==> config.mk <==
export PLATFORM = sky130hd
export DESIGN_NAME = idle_wake_timer
export DESIGN_NICKNAME = d
export VERILOG_FILES = /design/src/rtl/idle_wake_timer.sv
export SDC_FILE = /design/constraint.sdc
export NUM_CORES = 1
export LEC_CHECK = 0
export ABC_AREA = 1
export BUFFER_PORTS_ARGS = -buffer_cell sky130_fd_sc_hd__buf_2
export CAP_MARGIN = 10
export CORE_ASPECT_RATIO = 1.4
export CORE_MARGIN = 2
export CORE_UTILIZATION = 50
export DETAILED_ROUTE_END_ITERATION = 8
export HOLD_SLACK_MARGIN = 0.03
export PLACE_DENSITY = 0.73
export SYNTH_ARGS = -nofsm -noshare
export SYNTH_HDL_FRONTEND = slang
export SYNTH_SLANG_ARGS = --single-unit
export TNS_END_PERCENT = 30
==> constraint.sdc <==
create_clock -name clk -period 1.38 [get_ports clk]
set_input_delay 0.414 -clock clk [delete_from_list [all_inputs] [get_ports clk]]
set_output_delay 0.414 -clock clk [all_outputs]
set_load 0.01 [all_outputs]
==> src/rtl/idle_wake_timer.sv <==
module idle_wake_timer #(
  parameter int TAP_LSB  = 12,
  parameter int NUM_TAPS = 5,
  parameter int SEL_W    = 3
) (
  input  logic             clk,
  input  logic             rst_n,
  input  logic             cyc_en,
  input  logic             reg_addr,
  input  logic             reg_wr,
  input  logic [SEL_W-1:0] reg_wdata,
  output logic [SEL_W-1:0] reg_rdata,
  output logic             irq_o,
  output logic             wake_o
);
  localparam int CNT_W    = TAP_LSB + NUM_TAPS;
  localparam int MAX_CODE = NUM_TAPS - 1;

  logic [CNT_W-1:0] cnt;
  logic [SEL_W-1:0] sel_q;
  logic             en_q, pend_q;

  always_ff @(posedge clk)
    if (cyc_en) cnt <= cnt + 1'b1;

  logic [CNT_W-1:0]    flips;
  logic [NUM_TAPS-1:0] taps;
  logic [SEL_W-1:0]    code;
  logic                tap_evt;

  assign flips   = cnt ^ (cnt + 1'b1);
  assign taps    = flips[CNT_W-1:TAP_LSB];
  assign code    = (sel_q > SEL_W'(MAX_CODE)) ? SEL_W'(MAX_CODE) : sel_q;
  assign tap_evt = cyc_en & taps[code];

  always_ff @(posedge clk) begin
    if (!rst_n) begin
      sel_q  <= '0;
      en_q   <= 1'b0;
      pend_q <= 1'b0;
      wake_o <= 1'b0;
    end else begin
      wake_o <= tap_evt;
      if (reg_wr && !reg_addr) sel_q <= reg_wdata;
      if (reg_wr && reg_addr)  en_q  <= reg_wdata[0];
      if (tap_evt)
        pend_q <= 1'b1;
      else if (reg_wr && reg_addr && !reg_wdata[1])
        pend_q <= 1'b0;
    end
  end

  assign reg_rdata = reg_addr ? {{(SEL_W-2){1'b0}}, pend_q, en_q} : sel_q;
  assign irq_o     = pend_q & en_q;

  assert_wake_single_R5: assert property (@(posedge clk) disable iff (!rst_n)
    wake_o |=> !wake_o);

  assert_wake_sets_pend_R5: assert property (@(posedge clk) disable iff (!rst_n)
    wake_o |-> pend_q);

  assert_strobe_gate_R4: assert property (@(posedge clk) disable iff (!rst_n)
    !cyc_en |=> !wake_o);

  assert_clear_vs_event_R7: assert property (@(posedge clk) disable iff (!rst_n)
    (reg_wr && reg_addr && !reg_wdata[1]) |=> (pend_q == wake_o));

  assert_sel_hold_R8: assert property (@(posedge clk) disable iff (!rst_n)
    !(reg_wr && !reg_addr) |=> $stable(sel_q));
endmodule

# Word level (Yosys, flattened, before mapping)
# Index checks and enable logic that the tools add are counted.
# Widths: inputs -> output; s select.
[totals]
regBits = 23
inputBits = 8
output_inout_bits = 5
wordCells = 23
[op_classes]
add_sub_neg = 1
n_lt_le_gt_ge = 2
mux = 6
n_bitwise = 3
reduce_logical = 6
[op_table]
columns = ["cell", "count"]
rows = [
  ["$add 17x1->17 const B", 1],
  ["$xor 17x17->17", 1],
  ["$mux 3", 2],
  ["$lt 3x4->1 const B", 1],
  ["$bmux 1 s3", 1],
  ["$gt 3x3->1 const B", 1],
  ["$logic_and 1x1->1", 3],
  ["$mux 1", 3],
  ["$and 1x1->1", 2],
  ["$logic_not 1->1", 2],
  ["$reduce_bool 2->1", 1],
]

# Logic depth before layout (Yosys ltp)
[logic_depth]
ltp_word = 6
depth_mapped = 10
ltp_nobuf = 10

# Worst setup path after synthesis
# Ideal clock, no wire load.
[synth_timing]
path_type = "register to register"
start = "register cnt[0]"
end = "register cnt[12], data pin"
setup_ps = 254
arrival_time_ps = 1080
required_time_ps = 1126
slack_ps = 46
path_stages_with_launch = 8
path_buffers = 0
period_less_slack_ps = 1334
cell_sequence = "edfxtp_1 > ha_1 > nand2_2 > nor2_4 > nand2_4 > nor2_4 > xnor2_1 > inv_1"
[synth_via]
elab_chain_cells = 1
[synth_rtl]
columns = ["item", "line_no", "text"]
rows = [
  ["from (decl)", "19", "logic [CNT_W-1:0] cnt;"],
  ["from (signal assigned)", "24", "if (cyc_en) cnt <= cnt + 1'b1;"],
  ["$add 17x1->17", "24", ""],
]
# Every way passes these cells.
# A chain may end at the register's enable or synchronous reset.

# Worst setup path after layout
[layout_timing]
start = "register sel_q[1]"
end = "output reg_rdata[1]"
[layout_via]
elab_chain_cells = 1
[layout_rtl]
columns = ["item", "line_no", "text"]
rows = [
  ["from (decl)", "20", "logic [SEL_W-1:0] sel_q;"],
  ["from (signal assigned)", "44", "if (reg_wr && !reg_addr) sel_q <= reg_wdata;"],
  ["$mux 3", "53", "assign reg_rdata = reg_addr ? {{(SEL_W-2){1'b0}}, pend_q, en_q} : sel_q;"],
  ["to (decl)", "12", "output logic [SEL_W-1:0] reg_rdata,"],
]
# Every way passes these cells.

==> summary.md <==
| Metric | Value |
|---|---|
| Status | complete, but fails checks |
| Failing checks | setup timing |
| Hold WC Path Type | primary input to flop |
| Layout cells sized above 1 | 0.347 |
| Area Growth Syn to Fin | 21.3% |
| Max H-tree Level | 1 |
| Synth cell count leaders | nand2_1, inv_1, edfxtp_1 |
| I/O pin count | 13 |
| DRT antenna net count | 0 |
| GR Overflow Total | 0 |
| Pwr Density | approximately 940 nW/um^2 |
| Gate Count Post-Synth | around 120 |
| Worst EP arrival | ~0.97 ns |
| DP Worst Slack | -0.0154 ns |
| Fin crit period | around 1.4 ns |
| Die area | around 2700 sq um |
| Vias per cell | 5.28 |
| Ant. Diodes | 0 |
| DRC Markers | 0 |
| Endpoints failing setup | 2 |
| Vias in the first global route | about 910 |
| GRT Overall Usage | 0.193 |
| Setup TNS | -0.00391 ns |
| RSZ-0062 raised after global routing | yes |
| FFs w/ async S/R, synth | 0 |
| Switching share of power | 0.271 |
| Worst-case headroom to the max-slew limit | 0.822 |
| Crit path kind | flop to primary output |
| Most numerous cell in the Yosys netlist | nand2_1 |
| Share of the synthesized area in the top cell type | 0.413 |
| Final Cycle Share | 1.00 |
| FMAX | 0.723 GHz |
| CTS tree | done |
| Clk pwr share | 0.234 |
| Starting Density | 0.534 |
| Ys flop type | edfxtp_1 |
| Finished Core Util | 0.648 |
| Initial antenna violation count | 0 |
| Root Driver | clkbuf_4 |
| Clk sinks | 22 |
| Worst Skew | 0.00496 ns |
| Iteration-0 DRC Markers | 23 |
| WL/cell | 12.9 microns |
| Vias | around 910 |
| Seq/Total Area, Yosys | 0.517 |
| Highest fanout seen on the critical path | 3 |
| Worst Path Required | ~0.97 ns |
| Area contributors post-synth | edfxtp_1, dfxtp_1, nand2_1 |
| Internal | about 0.97 mW |
| Worst-path clk slew | roughly 0.12 ns |
| Clock Path Buffers | 2 |
| Yosys reg bits | 22 |
| Num rows | 20 |
| Setup crit end kind | primary output |
| NetSw | around 0.36 mW |
| Sequential power share | 0.614 |
| Smallest setup slack after layout | -0.00221 ns |
| Drt first pass iters | 4 |
| Worst hold slack | about 0.35 ns |
| Number of synthesized flops with an enable pin | 16 |
| Routability-driven placement congestion ratio | 0.856 |
| Synthesized area | between 1000 and 1500 sq um |
| Pins Over Slew Limit | 0 |
| Post-DP HPWL | about 1600 microns |
| Hold Buf Count CTS | 0 |
| Die Wd | 44.8 microns |
| Largest net degree at the start of global routing | 14 |
| WL final | 2220 microns |
| Worst IR Drop VDD | 588 uV |
| I/O Buffers | 12 |
| Worst Max-Slew Pin Slew | approximately 0.27 ns |
| Avg Cell Area, Syn | 9.45 sq um |
| Distinct cells, synth | 20 |
| Post-synth net total | ~130 |
| Worst skew pair latency | 0.32 ns |
| Comb power frac | 0.152 |
| Leak Pwr | approximately 0.63 nW |
| Clock buffer count from CTS | 3 |
| Warnings, synthesis | 0 |
| Fin. Hold Viols | 0 |
| Fin nets | 160 |
| Worst setup SP type | flop |
| Area leader, netlist | edfxtp_1 |
| CORE AREA | between 2000 and 2500 sq um |
| First-pass GRT wire length | between 3000 and 4000 microns |
| Max_cap viols | 0 |
| Die height | between 60 and 70 microns |
==> state kept, by name, summed over array words and instances (netlist names) <==
| register | count |
|---|---|
| sel_q | 3 |
| cnt | 16 |
| wake_o | 1 |
| pend_q | 1 |
| en_q | 1 |
==> stage by stage <==
step	power, mW	std cells	area (sq um)
floorplan	0.920	123	1160
global placement	0.983	160	1280
detailed placement	0.991	160	1280
CTS	1.30	166	1340
global route	1.37	172	1410
finish	1.33	172	1410
==> power groups by stage <==
stage                     combinational (mW)  clock (mW)  sequential [mW]
after floorplan                        0.106           0            0.814
after global placement                 0.162           0            0.821
after detailed placement               0.168           0            0.823
after CTS                              0.181       0.305            0.811
after global routing                   0.226       0.327            0.820
final                                  0.201       0.310            0.814
==> placed cells by master (no fill, tap or decap), drive strengths merged, types with 3 or more instances in the layout <==
cell type / Yosys / final
a21oi: 5 / 5
buf: 0 / 23
clkbuf: 0 / 3
dfxtp: 6 / 6
edfxtp: 16 / 16
inv: 18 / 18
nand2: 27 / 27
nand3: 8 / 8
nand4: 3 / 3
nor2: 18 / 18
o21ai: 6 / 6
xnor2: 6 / 6
xor2: 8 / 8
==> repair_timing <==
item / CTS / global route
hold endpoints to repair: 0 / 0
buffers inserted: 2 / 6
setup endpoints to repair: 6 / 12
resized for setup: 8 / 7
pin swaps: 3 / 2
==> path summary, 6_finish.rpt <==
check	startpoint	to	slack (ns)	cells past startpoint
setup reg to reg	cnt[1]$_DFFE_PP_	pend_q$_SDFFE_PN0P_	-0.002	9
setup / recovery	sel_q[1]$_SDFFE_PN0P_	reg_rdata[1]	-0.002	3
hold / removal	reg_wdata[1]	pend_q$_SDFFE_PN0P_	0.35	3
hold reg to reg	sel_q[2]$_SDFFE_PN0P_	sel_q[2]$_SDFFE_PN0P_	0.49	2
==> critical path, stage by stage, from the launching register on <==
cell and delay (ns):
dfxtp_2 0.34, inv_1 0.06, o21ai_1 0.11, buf_2 0.14
==> final cells by class <==
type                       count  area (sq um)
clock buffer                   3          22.5
clock inverter                 1          3.75
multi-input combinational     83           528
timing repair buffer          23           155
inverter                      18          67.6
tap                           22          27.5
fill                         175           767
sequential                    22           606
==> cell families after synthesis <==
| group | synth area share |
|---|---|
| fa+ha+maj | 0.0108 |
| flops | 0.517 |
| buf+inv | 0.0581 |
| compound gates | 0.0571 |
| simple gates | 0.252 |
| xor+xnor | 0.105 |
==> per-layer routing <==
layer  up-vias  wire length [microns]  track usage
li1        454                      -            -
met1       429                    896        0.198
met2        19                   1180        0.362
met3         7                     64       0.0176
met4         0                     72        0.126
met5         -                      0            0
Power figures use the tool's default switching activity.
